File: src/rtl/kdc_pkg.sv
package kdc_pkg;
  typedef enum logic [2:0] {
    OP_MODE    = 3'd0,
    OP_CLOCK   = 3'd1,
    OP_RDFIFO  = 3'd2,
    OP_RDDISP  = 3'd3,
    OP_WRDISP  = 3'd4,
    OP_NIBBLE  = 3'd5,
    OP_CLEAR   = 3'd6,
    OP_EOI     = 3'd7
  } op_e;
endpackage

File: src/rtl/kdc_fifo.sv
module kdc_fifo #(
  parameter int DEPTH = 8,
  parameter int W     = 6,
  localparam int PW   = $clog2(DEPTH),
  localparam int CNTW = $clog2(DEPTH + 1)
) (
  input  logic            clk,
  input  logic            rst,
  input  logic            clr,
  input  logic            push,
  input  logic            pop,
  input  logic [W-1:0]    wdata,
  output logic [W-1:0]    head,
  output logic [CNTW-1:0] count,
  output logic            empty,
  output logic            full
);
  logic [W-1:0]  mem [DEPTH];
  logic [PW-1:0] wp, rp;
  logic          do_push, do_pop;

  assign empty   = (count == '0);
  assign full    = (count == CNTW'(DEPTH));
  assign do_push = push & ~full & ~clr;
  assign do_pop  = pop & ~empty & ~clr;
  assign head    = mem[rp];

  always_ff @(posedge clk) begin
    if (do_push) mem[wp] <= wdata;
  end

  always_ff @(posedge clk) begin
    if (rst || clr) begin
      wp    <= '0;
      rp    <= '0;
      count <= '0;
    end else begin
      if (do_push) wp <= (wp == PW'(DEPTH - 1)) ? '0 : wp + 1'b1;
      if (do_pop)  rp <= (rp == PW'(DEPTH - 1)) ? '0 : rp + 1'b1;
      count <= count + CNTW'(do_push) - CNTW'(do_pop);
    end
  end
endmodule

File: src/rtl/kdc_keyscan.sv
module kdc_keyscan #(
  parameter int ROWS = 8,
  parameter int COLS = 8,
  localparam int RW  = $clog2(ROWS),
  localparam int CW  = $clog2(COLS),
  localparam int KW  = RW + CW
) (
  input  logic            clk,
  input  logic            rst,
  input  logic            tick,
  input  logic            en,
  input  logic [COLS-1:0] ret,
  output logic [RW-1:0]   row,
  output logic            push,
  output logic [KW-1:0]   code
);
  logic [COLS-1:0] prev_q [ROWS];
  logic [COLS-1:0] acc_q  [ROWS];
  logic [COLS-1:0] stable, chg, rel, prs, pick;
  logic [CW-1:0]   col;

  always_comb begin
    stable = ~(ret ^ prev_q[row]);
    chg    = stable & (ret ^ acc_q[row]);
    rel    = chg & ~ret;
    prs    = chg & ret & {COLS{en}};
    pick   = prs & (~prs + 1'b1);
    col    = '0;
    for (int i = COLS - 1; i >= 0; i--) begin
      if (prs[i]) col = CW'(i);
    end
  end

  always_ff @(posedge clk) begin
    if (rst) begin
      row  <= '0;
      push <= 1'b0;
      code <= '0;
      for (int r = 0; r < ROWS; r++) begin
        prev_q[r] <= '0;
        acc_q[r]  <= '0;
      end
    end else begin
      push <= 1'b0;
      if (tick) begin
        prev_q[row] <= ret;
        acc_q[row]  <= (acc_q[row] & ~rel) | pick;
        push        <= |prs;
        code        <= {row, col};
        row         <= (row == RW'(ROWS - 1)) ? '0 : row + 1'b1;
      end
    end
  end
endmodule

File: src/rtl/kdc_display.sv
module kdc_display #(
  parameter int DIGITS = 16,
  parameter int DW     = 8,
  localparam int AW    = $clog2(DIGITS),
  localparam int HW    = DW / 2
) (
  input  logic          clk,
  input  logic          rst,
  input  logic          tick,
  input  logic          clr,
  input  logic          we,
  input  logic [AW-1:0] addr,
  input  logic [DW-1:0] wdata,
  input  logic [1:0]    inh,
  output logic [DW-1:0] rdata,
  input  logic          wide,
  input  logic          rev,
  input  logic [1:0]    blank,
  output logic [AW-1:0] digit,
  output logic [DW-1:0] seg
);
  logic [DW-1:0] mem [DIGITS];
  logic [DW-1:0] keep, bmask, merged;
  logic [AW-1:0] last, dn, idx;

  assign rdata  = mem[addr];
  assign keep   = {{HW{inh[1]}}, {HW{inh[0]}}};
  assign bmask  = ~{{HW{blank[1]}}, {HW{blank[0]}}};
  assign merged = (mem[addr] & keep) | (wdata & ~keep);
  assign last   = wide ? AW'(DIGITS - 1) : AW'(DIGITS / 2 - 1);
  assign dn     = (digit >= last) ? '0 : digit + 1'b1;
  assign idx    = rev ? last - dn : dn;

  always_ff @(posedge clk) begin
    if (rst || clr) begin
      for (int i = 0; i < DIGITS; i++) mem[i] <= '0;
    end else if (we) begin
      mem[addr] <= merged;
    end
  end

  always_ff @(posedge clk) begin
    if (rst) begin
      digit <= '0;
      seg   <= '0;
    end else if (tick) begin
      digit <= dn;
      seg   <= mem[idx] & bmask;
    end
  end
endmodule

File: src/rtl/kdc_ctrl.sv
module kdc_ctrl
  import kdc_pkg::*;
#(
  parameter int ROWS   = 8,
  parameter int COLS   = 8,
  parameter int DEPTH  = 8,
  parameter int DIGITS = 16,
  parameter int DW     = 8,
  parameter int PRE_W  = 5,
  localparam int RW    = $clog2(ROWS),
  localparam int CW    = $clog2(COLS),
  localparam int KW    = RW + CW,
  localparam int AW    = $clog2(DIGITS),
  localparam int CNTW  = $clog2(DEPTH + 1)
) (
  input  logic            clk,
  input  logic            rst,
  input  logic            cs,
  input  logic            rd,
  input  logic            wr,
  input  logic            a0,
  input  logic [7:0]      din,
  output logic [7:0]      dout,
  output logic            irq,
  output logic [RW-1:0]   scan_row,
  input  logic [COLS-1:0] ret_lines,
  output logic [AW-1:0]   digit_sel,
  output logic [DW-1:0]   seg
);
  op_e             op;
  logic            cmd_wr, dat_wr, cmd_rd, dat_rd;
  logic            tick, clr_fifo, clr_disp, fifo_pop;
  logic [PRE_W-1:0] pre_lim, pre_cnt;
  logic            wide, rev, kb_off, sel_fifo, ai;
  logic [AW-1:0]   ptr;
  logic [1:0]      inh, blank;
  logic            over, under, hold;
  logic            key_push;
  logic [KW-1:0]   key_code, fifo_head;
  logic [CNTW-1:0] fifo_cnt;
  logic            fifo_empty, fifo_full;
  logic [DW-1:0]   disp_rd;

  assign op       = op_e'(din[7:5]);
  assign cmd_wr   = cs & wr & a0;
  assign dat_wr   = cs & wr & ~a0;
  assign cmd_rd   = cs & rd & a0;
  assign dat_rd   = cs & rd & ~a0;
  assign tick     = (pre_cnt == pre_lim);
  assign clr_fifo = cmd_wr && (op == OP_CLEAR) && din[0];
  assign clr_disp = cmd_wr && (op == OP_CLEAR) && din[1];
  assign fifo_pop = dat_rd & sel_fifo & ~fifo_empty;
  assign irq      = ~fifo_empty & ~hold;

  always_ff @(posedge clk) begin
    if (rst) begin
      pre_lim <= '1;
      pre_cnt <= '0;
    end else if (cmd_wr && op == OP_CLOCK) begin
      pre_lim <= din[PRE_W-1:0];
      pre_cnt <= '0;
    end else begin
      pre_cnt <= tick ? '0 : pre_cnt + 1'b1;
    end
  end

  always_ff @(posedge clk) begin
    if (rst) begin
      wide <= 1'b0; rev <= 1'b0; kb_off <= 1'b0;
      sel_fifo <= 1'b1; ai <= 1'b0; ptr <= '0;
      inh <= '0; blank <= '0;
      over <= 1'b0; under <= 1'b0; hold <= 1'b0;
      dout <= '0;
    end else begin
      if (cmd_wr) begin
        case (op)
          OP_MODE:   begin rev <= din[4]; wide <= din[3]; kb_off <= din[0]; end
          OP_RDFIFO: sel_fifo <= 1'b1;
          OP_RDDISP: begin sel_fifo <= 1'b0; ai <= din[4]; ptr <= din[AW-1:0]; end
          OP_WRDISP: begin ai <= din[4]; ptr <= din[AW-1:0]; end
          OP_NIBBLE: begin inh <= din[3:2]; blank <= din[1:0]; end
          OP_CLEAR:  if (din[0]) begin over <= 1'b0; under <= 1'b0; hold <= 1'b0; end
          OP_EOI:    hold <= 1'b0;
          default:   ;
        endcase
      end
      if (key_push && fifo_full && !clr_fifo) over <= 1'b1;
      if (dat_wr && ai) ptr <= ptr + 1'b1;
      if (dat_rd) begin
        if (sel_fifo) begin
          if (fifo_empty) begin
            under <= 1'b1;
            dout  <= '0;
          end else begin
            hold <= 1'b1;
            dout <= 8'(fifo_head);
          end
        end else begin
          dout <= 8'(disp_rd);
          if (ai) ptr <= ptr + 1'b1;
        end
      end
      if (cmd_rd) dout <= {over, under, hold, 1'b0, 4'(fifo_cnt)};
    end
  end

  kdc_keyscan #(.ROWS(ROWS), .COLS(COLS)) i_scan (
    .clk(clk), .rst(rst), .tick(tick), .en(~kb_off), .ret(ret_lines),
    .row(scan_row), .push(key_push), .code(key_code)
  );

  kdc_fifo #(.DEPTH(DEPTH), .W(KW)) i_fifo (
    .clk(clk), .rst(rst), .clr(clr_fifo), .push(key_push), .pop(fifo_pop),
    .wdata(key_code), .head(fifo_head), .count(fifo_cnt),
    .empty(fifo_empty), .full(fifo_full)
  );

  kdc_display #(.DIGITS(DIGITS), .DW(DW)) i_disp (
    .clk(clk), .rst(rst), .tick(tick), .clr(clr_disp), .we(dat_wr),
    .addr(ptr), .wdata(din[DW-1:0]), .inh(inh), .rdata(disp_rd),
    .wide(wide), .rev(rev), .blank(blank), .digit(digit_sel), .seg(seg)
  );
endmodule

File: config.mk
export PLATFORM = sky130hd
export DESIGN_NAME = kdc_ctrl
export DESIGN_NICKNAME = d
export VERILOG_FILES = /design/src/rtl/kdc_pkg.sv /design/src/rtl/kdc_fifo.sv /design/src/rtl/kdc_keyscan.sv /design/src/rtl/kdc_display.sv /design/src/rtl/kdc_ctrl.sv
export SDC_FILE = /design/constraint.sdc
export NUM_CORES = 1
export LEC_CHECK = 0
export ABC_AREA = 1
export BUFFER_PORTS_ARGS = -buffer_cell sky130_fd_sc_hd__buf_2
export CAP_MARGIN = 25
export CORE_ASPECT_RATIO = 1.5
export CORE_MARGIN = 5
export CORE_UTILIZATION = 55
export DETAILED_ROUTE_END_ITERATION = 10
export PLACE_DENSITY = 0.72
export SLEW_MARGIN = 30
export SYNTH_ARGS = -nofsm -noshare
export SYNTH_HDL_FRONTEND = slang
export SYNTH_SLANG_ARGS = --single-unit
export TNS_END_PERCENT = 100
File: constraint.sdc
create_clock -name clk -period 5.7 [get_ports clk]
set_input_delay 0.855 -clock clk [delete_from_list [all_inputs] [get_ports clk]]
set_output_delay 0.855 -clock clk [all_outputs]
set_load 0.01 [all_outputs]
* Word level (Yosys, flattened, before mapping)
Memories as Yosys holds them, arrays and structs flattened. A register that Yosys moved wholly into a read port is not among the register bits.
Cells that the tools add are included.
** Storage, ports and cells
- Bits in registers :: 66
- Memory bits (writable) :: 304
- Bits of input ports :: 22
- Output and inout port bits :: 24
- Word-level logic and storage cells :: 188
- Memories kept :: 4
** Memory list
- i_disp.mem :: depth 16, width 8, rd ports 2, clocked after Yosys merged registers in 1, write ports 16, RTL line kdc_display.sv:22 : logic [DW-1:0] mem [DIGITS];
- i_scan.acc_q :: depth 8, width 8, rd ports 1, clocked after Yosys merged registers in 1, write ports 8, RTL line kdc_keyscan.sv:18 : logic [COLS-1:0] acc_q [ROWS];
- i_scan.prev_q :: depth 8, width 8, rd ports 1, clocked after Yosys merged registers in 1, write ports 8, RTL line kdc_keyscan.sv:17 : logic [COLS-1:0] prev_q [ROWS];
- i_fifo.mem :: depth 8, width 6, rd ports 1, clocked after Yosys merged registers in 1, write ports 1, RTL line kdc_fifo.sv:18 : logic [W-1:0] mem [DEPTH];
** Operators by class
- Add/subtract/negate cells :: 10
- Magnitude comparators :: 1
- Eq/ne operators :: 12
- Mux-type cells :: 69
- Bitwise gates (word level) :: 39
- Reductions and logical operators :: 30
** Operators with widths (number)
- 8-bit AND :: 9
- 3-bit two-way mux :: 19
- 8-bit two-way mux :: 6
- 8-bit NOT :: 6
- 4-bit two-way mux :: 11
- 8-bit OR reduction :: 4
- 1-bit two-way mux :: 30
- 3-bit equality test (second input constant) :: 7
- 8-bit bitwise OR :: 2
- 8-bit XOR :: 2
- 1-bit AND :: 13
- 2-bit nonzero test :: 5
- 3-bit by 1-bit adder with 3-bit output (second input constant) :: 3
- 4-bit by 1-bit adder with 4-bit output (second input constant) :: 2
- 8-bit by 1-bit adder with 8-bit output (second input constant) :: 1
- 2-bit AND reduction :: 4
- 1-bit logical AND :: 7
- 1-bit NOT :: 7
- 3-bit by 2-bit equality test with 1-bit output (second input constant) :: 2
- 6-bit two-way mux :: 1
- 2-bit OR reduction :: 3
- 5-bit by 1-bit adder with 5-bit output (second input constant) :: 1
- 5-bit equality test :: 1
- 4-bit by 1-bit adder with 4-bit output :: 1
- 12 further kinds :: 14

* Logic depth before layout (Yosys ltp)
- Depth after elaboration :: 13
- Gate-level depth with buffers :: 16
- Mapped depth without buffers :: 14

* Cells and area by module
From an unflattened synthesis, not the netlist that was laid out.
** Second synthesis, totals
- Cell total of the unflattened synthesis :: 2194
- Area, all modules :: 18948.2 um^2
** By module, submodules not included
- kdc_display :: instances 1, cells each 898, area an instance 7608.5 um^2
- kdc_keyscan :: instances 1, cells each 735, area an instance 6774.0 um^2
- kdc_fifo :: instances 1, cells each 310, area an instance 2861.5 um^2
- kdc_ctrl :: instances 1, cells each 251, area an instance 1704.1 um^2

* Worst setup path after synthesis
OpenSTA, ideal clock, no wires.
- Path type :: input to register
- Start :: input rd
- End :: register i_fifo.count[2]
- Arrival :: 2659 ps
- Data required time :: 5577 ps
- Setup slack :: 2918 ps
- Cell stages on the path :: 14
- Buffers on the path :: 1
- Path through :: nand2_1 -> inv_1 -> nand2_1 -> nor2_1 -> inv_1 -> nor2_1 -> buf_2 -> ha_1 -> inv_1 -> ha_1 -> inv_1 -> fa_1 -> xor2_1 -> nor2_1
** On the way
- Word-level cells in the longest chain between the ends :: 7
** RTL lines
- start, declared :: RTL line kdc_ctrl.sv:19 : input logic rd,
- 1-bit AND (2 in series) :: RTL line kdc_ctrl.sv:48 : assign dat_rd = cs & rd & ~a0;
- 1-bit AND (2 in series) :: RTL line kdc_ctrl.sv:52 : assign fifo_pop = dat_rd & sel_fifo & ~fifo_empty;
- 1-bit AND (2 in series) :: RTL line kdc_fifo.sv:25 : assign do_pop = pop & ~empty & ~clr;
- via i_fifo.do_pop :: RTL line kdc_fifo.sv:20 : logic do_push, do_pop;
- 4-bit by 1-bit subtractor with 4-bit output :: RTL line kdc_fifo.sv:40 : count <= count + CNTW'(do_push) - CNTW'(do_pop);
- end signal, assigned :: RTL line kdc_fifo.sv:40
- end, declared :: RTL line kdc_fifo.sv:14 : output logic [CNTW-1:0] count,
The timed path passes the listed nets, and every way through them passes these cells.
A chain may end at the register's enable or synchronous reset.

==> out/results.tsv <==
metric	value	unit
adder-cell share of the synthesized area	1.416	%
biggest cell delay along the critical path	920	ps
area fraction in compound gates after synthesis	9.037	%
min-delay worst type	flip-flop to flip-flop	
flops & latches, synth	376	
vias in the first global route	14340	
Crit Path Max Fanout	17	
post-layout min period	3192	ps
power after layout	6.060	mW
post-synth cell types	50	
largest area contributor in the netlist	edfxtp_1	
maxcap violations	0	
Critical path destination	i_scan.acc_q[6][6]	
hold slack final	460.0	ps
highest-delay cell along the critical path	dfxtp_1	
Power Dens Cells	305.0	nW/um^2
CTS resizes	0	
max-slew violations	0	
Starting Density	55.79	%
Nets	2074	
Critical Path Start Type	flip-flop	
largest net degree at the start of global routing	69	
Layout Utilization	60.89	%
Max Freq	0.3133	GHz
post-route ant nets	0	
Avg Cell Area, Syn	8.956	sq um
Root Buffer	clkbuf_16	
main combinational cell family by area after synthesis	simple AND/OR/NAND/NOR gates	
CTS Sinks	376	
Initial DRC Count	1461	
setup repair after global routing missed its margin	false	
n_diodes	0	
GRT overflow	0	
DIE HEIGHT	232.8	um
synth warn	0	
clock latency on the worst-skew pair	540	ps
Post-Synth XOR/XNOR Area	0.6597	%
WP buf/inv	1	
clk slew on worst S/H paths	60	ps
Post-synth top cells	474 x nor2_1, 414 x nand2_1, 304 x edfxtp_1	
Pleak	7.807	nW
detailed-route via count	14820	
CORE AREA	32630	sq um
mapped cell area	18210	sq um
Post-synth top flop	edfxtp_1	
I/O pin cnt	46	
kind of cell adding the most delay to the critical path	simple AND/OR/NAND/NOR gates	
antenna violations before repair	0	
worst vdd ir	0.2730	mV
Slew HR	33.51	%
share of cells above drive strength 1	8.540	%
worst slew pin tran	994.9	ps
PortBufs	45	
GRT Util Overall	29.09	%
Post-DP HPWL	35.52	mm
top post-synthesis cells by area	edfxtp_1 50%, nor2_1 9.8%, nand2_1 8.5%, dfxtp_1 7.9%, nand3_1 5.1%	
count leader, synth	nor2_1	
global-route wire length before repair	81.27	mm
CTS H-tree depth	2	
Post-synth ARST share	0	%
number of setup buffers added after CTS	0	
Synth Net Count	2075	
Synth Instances	2033	
CTS tree	yes	
chip width	158.6	um
Std-Cell Rows	81	
mux share of post-synthesis cell area	0.1237	%
DRC	0	
Num CTS Buffers	37	
fillers	2780	
Worst path depth	8	
CTS max path bufs	3	
Post-synth EDFFs	304	
FF-to-FF End	i_scan.acc_q[6][6]	
Placer Congestion	0.9687	
die area	36920	sq um
post-synth top area share	50.14	%
Setup Crit Path Kind	flip-flop to flip-flop	
Routed WL per cell	21.69	um
final count of hold timing violations	0	
Reg2Reg Depth	8	
period utilization	55.99	%
status	complete, no violations	
post-synthesis sequential area ratio	58.05	%
simple-gate share of the synthesized area	25.17	%
drt via density	5.983	
arrival time worst endpoint	3540	ps
cts hold-fix bufs	0	
worst endpoint required time	6050	ps
FF-to-FF setup slack	2510	ps
setup TNS	0	ps
wirelength, routed	53.71	mm
Pre-antenna DRT Iters	6	
critical-path cell list	inv_1 > nand3_1 > nand2_1 > nand3_2 > nand2_2 > nor2_8 > nand3_4 > a21oi_1	
clock skew	17.10	ps
Area growth, synth to finish	9.140	%
Worst setup EP type	flip-flop	
final setup vio count	0	
-- per-stage QoR --
stage               cell area (sq um)  setup WS, ps  std cells
floorplan                       18210          2918       2033
CTS                             19870          2566       2476
detailed placement              18590          2266       2408
global route                    19870          2450       2476
global placement                18540          2328       2408
finish                          19870          2508       2476
-- registers in the layout, summed over array words and instances (netlist names), 3 cells and up, named ones only --
name and cells:
dout 8, i_disp.digit 4, i_disp.mem 128, i_disp.seg 8, i_fifo.count 4, i_fifo.mem 48
i_fifo.rp 3, i_fifo.wp 3, i_scan.acc_q 64, i_scan.code 6, i_scan.prev_q 64, i_scan.row 3
pre_cnt 5, pre_lim 5, ptr 4
-- where the power goes --
group	leakage (nW)	internal [mW]	switching (mW)	total, mW
Sequential	3.61	3.04	0.0587	3.10
Combinational	3.57	0.111	0.293	0.404
Clock	0.621	1.49	1.06	2.56
Total	7.81	4.65	1.41	6.06
-- placed cells by master, fill, tap and decap left out, types with 6 or more instances in the layout --
cell type / Yosys / final
dfxtp_1: 72 / 70
o21ai_4: 0 / 6
a22oi_1: 6 / 6
clkinv_1: 9 / 9
nor2_1: 474 / 472
a21oi_1: 31 / 31
nand2_2: 10 / 11
nand2_1: 414 / 413
clkbuf_16: 0 / 40
o22ai_1: 37 / 37
xor2_1: 9 / 9
clkbuf_1: 34 / 7
edfxtp_1: 304 / 304
buf_2: 42 / 45
o21ai_0: 139 / 139
ha_1: 19 / 19
inv_2: 7 / 7
inv_1: 107 / 107
o221ai_1: 10 / 10
buf_4: 10 / 15
o21ai_1: 27 / 27
a31oi_1: 10 / 10
nand3_1: 186 / 186
-- worst register-to-register path, delay by kind of cell, from the launching register on --
| kind | cells | cell delay, ps |
|---|---|---|
| buffers and inverters | 1 | 670 |
| AO/OA/AOI/OAI | 1 | 250 |
| flip-flops | 1 | 920 |
| AND/OR/NAND/NOR | 6 | 1170 |
-- cell type report --
cell class	instances	area, sq um	share of cell area, %
well taps	415	519.2	2.613
clock inverters	16	185.2	0.9319
multi-input cells	1433	6693	33.68
flip-flops and latches	376	10570	53.20
inverters	124	467.9	2.355
clock buffers	52	1096	5.516
repair buffers	60	337.8	1.700
-- worst min-delay path by stage --
stage / start / endpoint / slack [ps] / depth (start not counted)
after global routing: i_disp.seg[2] / i_disp.seg[2] / 470 / 2
after CTS: i_disp.seg[2] / i_disp.seg[2] / 460 / 2
after global placement: i_disp.seg[3] / i_disp.seg[3] / 430 / 2
after floorplan: over / over / 430 / 2
after detailed placement: i_disp.seg[3] / i_disp.seg[3] / 440 / 2
final: i_disp.seg[2] / i_disp.seg[2] / 460 / 2
-- per-layer routing --
layer	vias to the layer above	wire length (um)	track usage (%)	share of wire (%)
met5	-	0	0	0
met4	0	3252	15.52	6.1
met3	184	4485	4.838	8.4
met2	767	27150	50.78	51
met1	7014	18820	33.74	35
li1	6850	-	-	-
-- cell families after synthesis --
| logic type | after synthesis |
|---|---|
| simple gates | 1114 |
| buf+inv | 224 |
| xor+xnor | 12 |
| fa+ha+maj | 20 |
| mux | 1 |
| compound gates | 286 |
| flops | 376 |
Note: power is estimated with default switching activity, not from simulation.
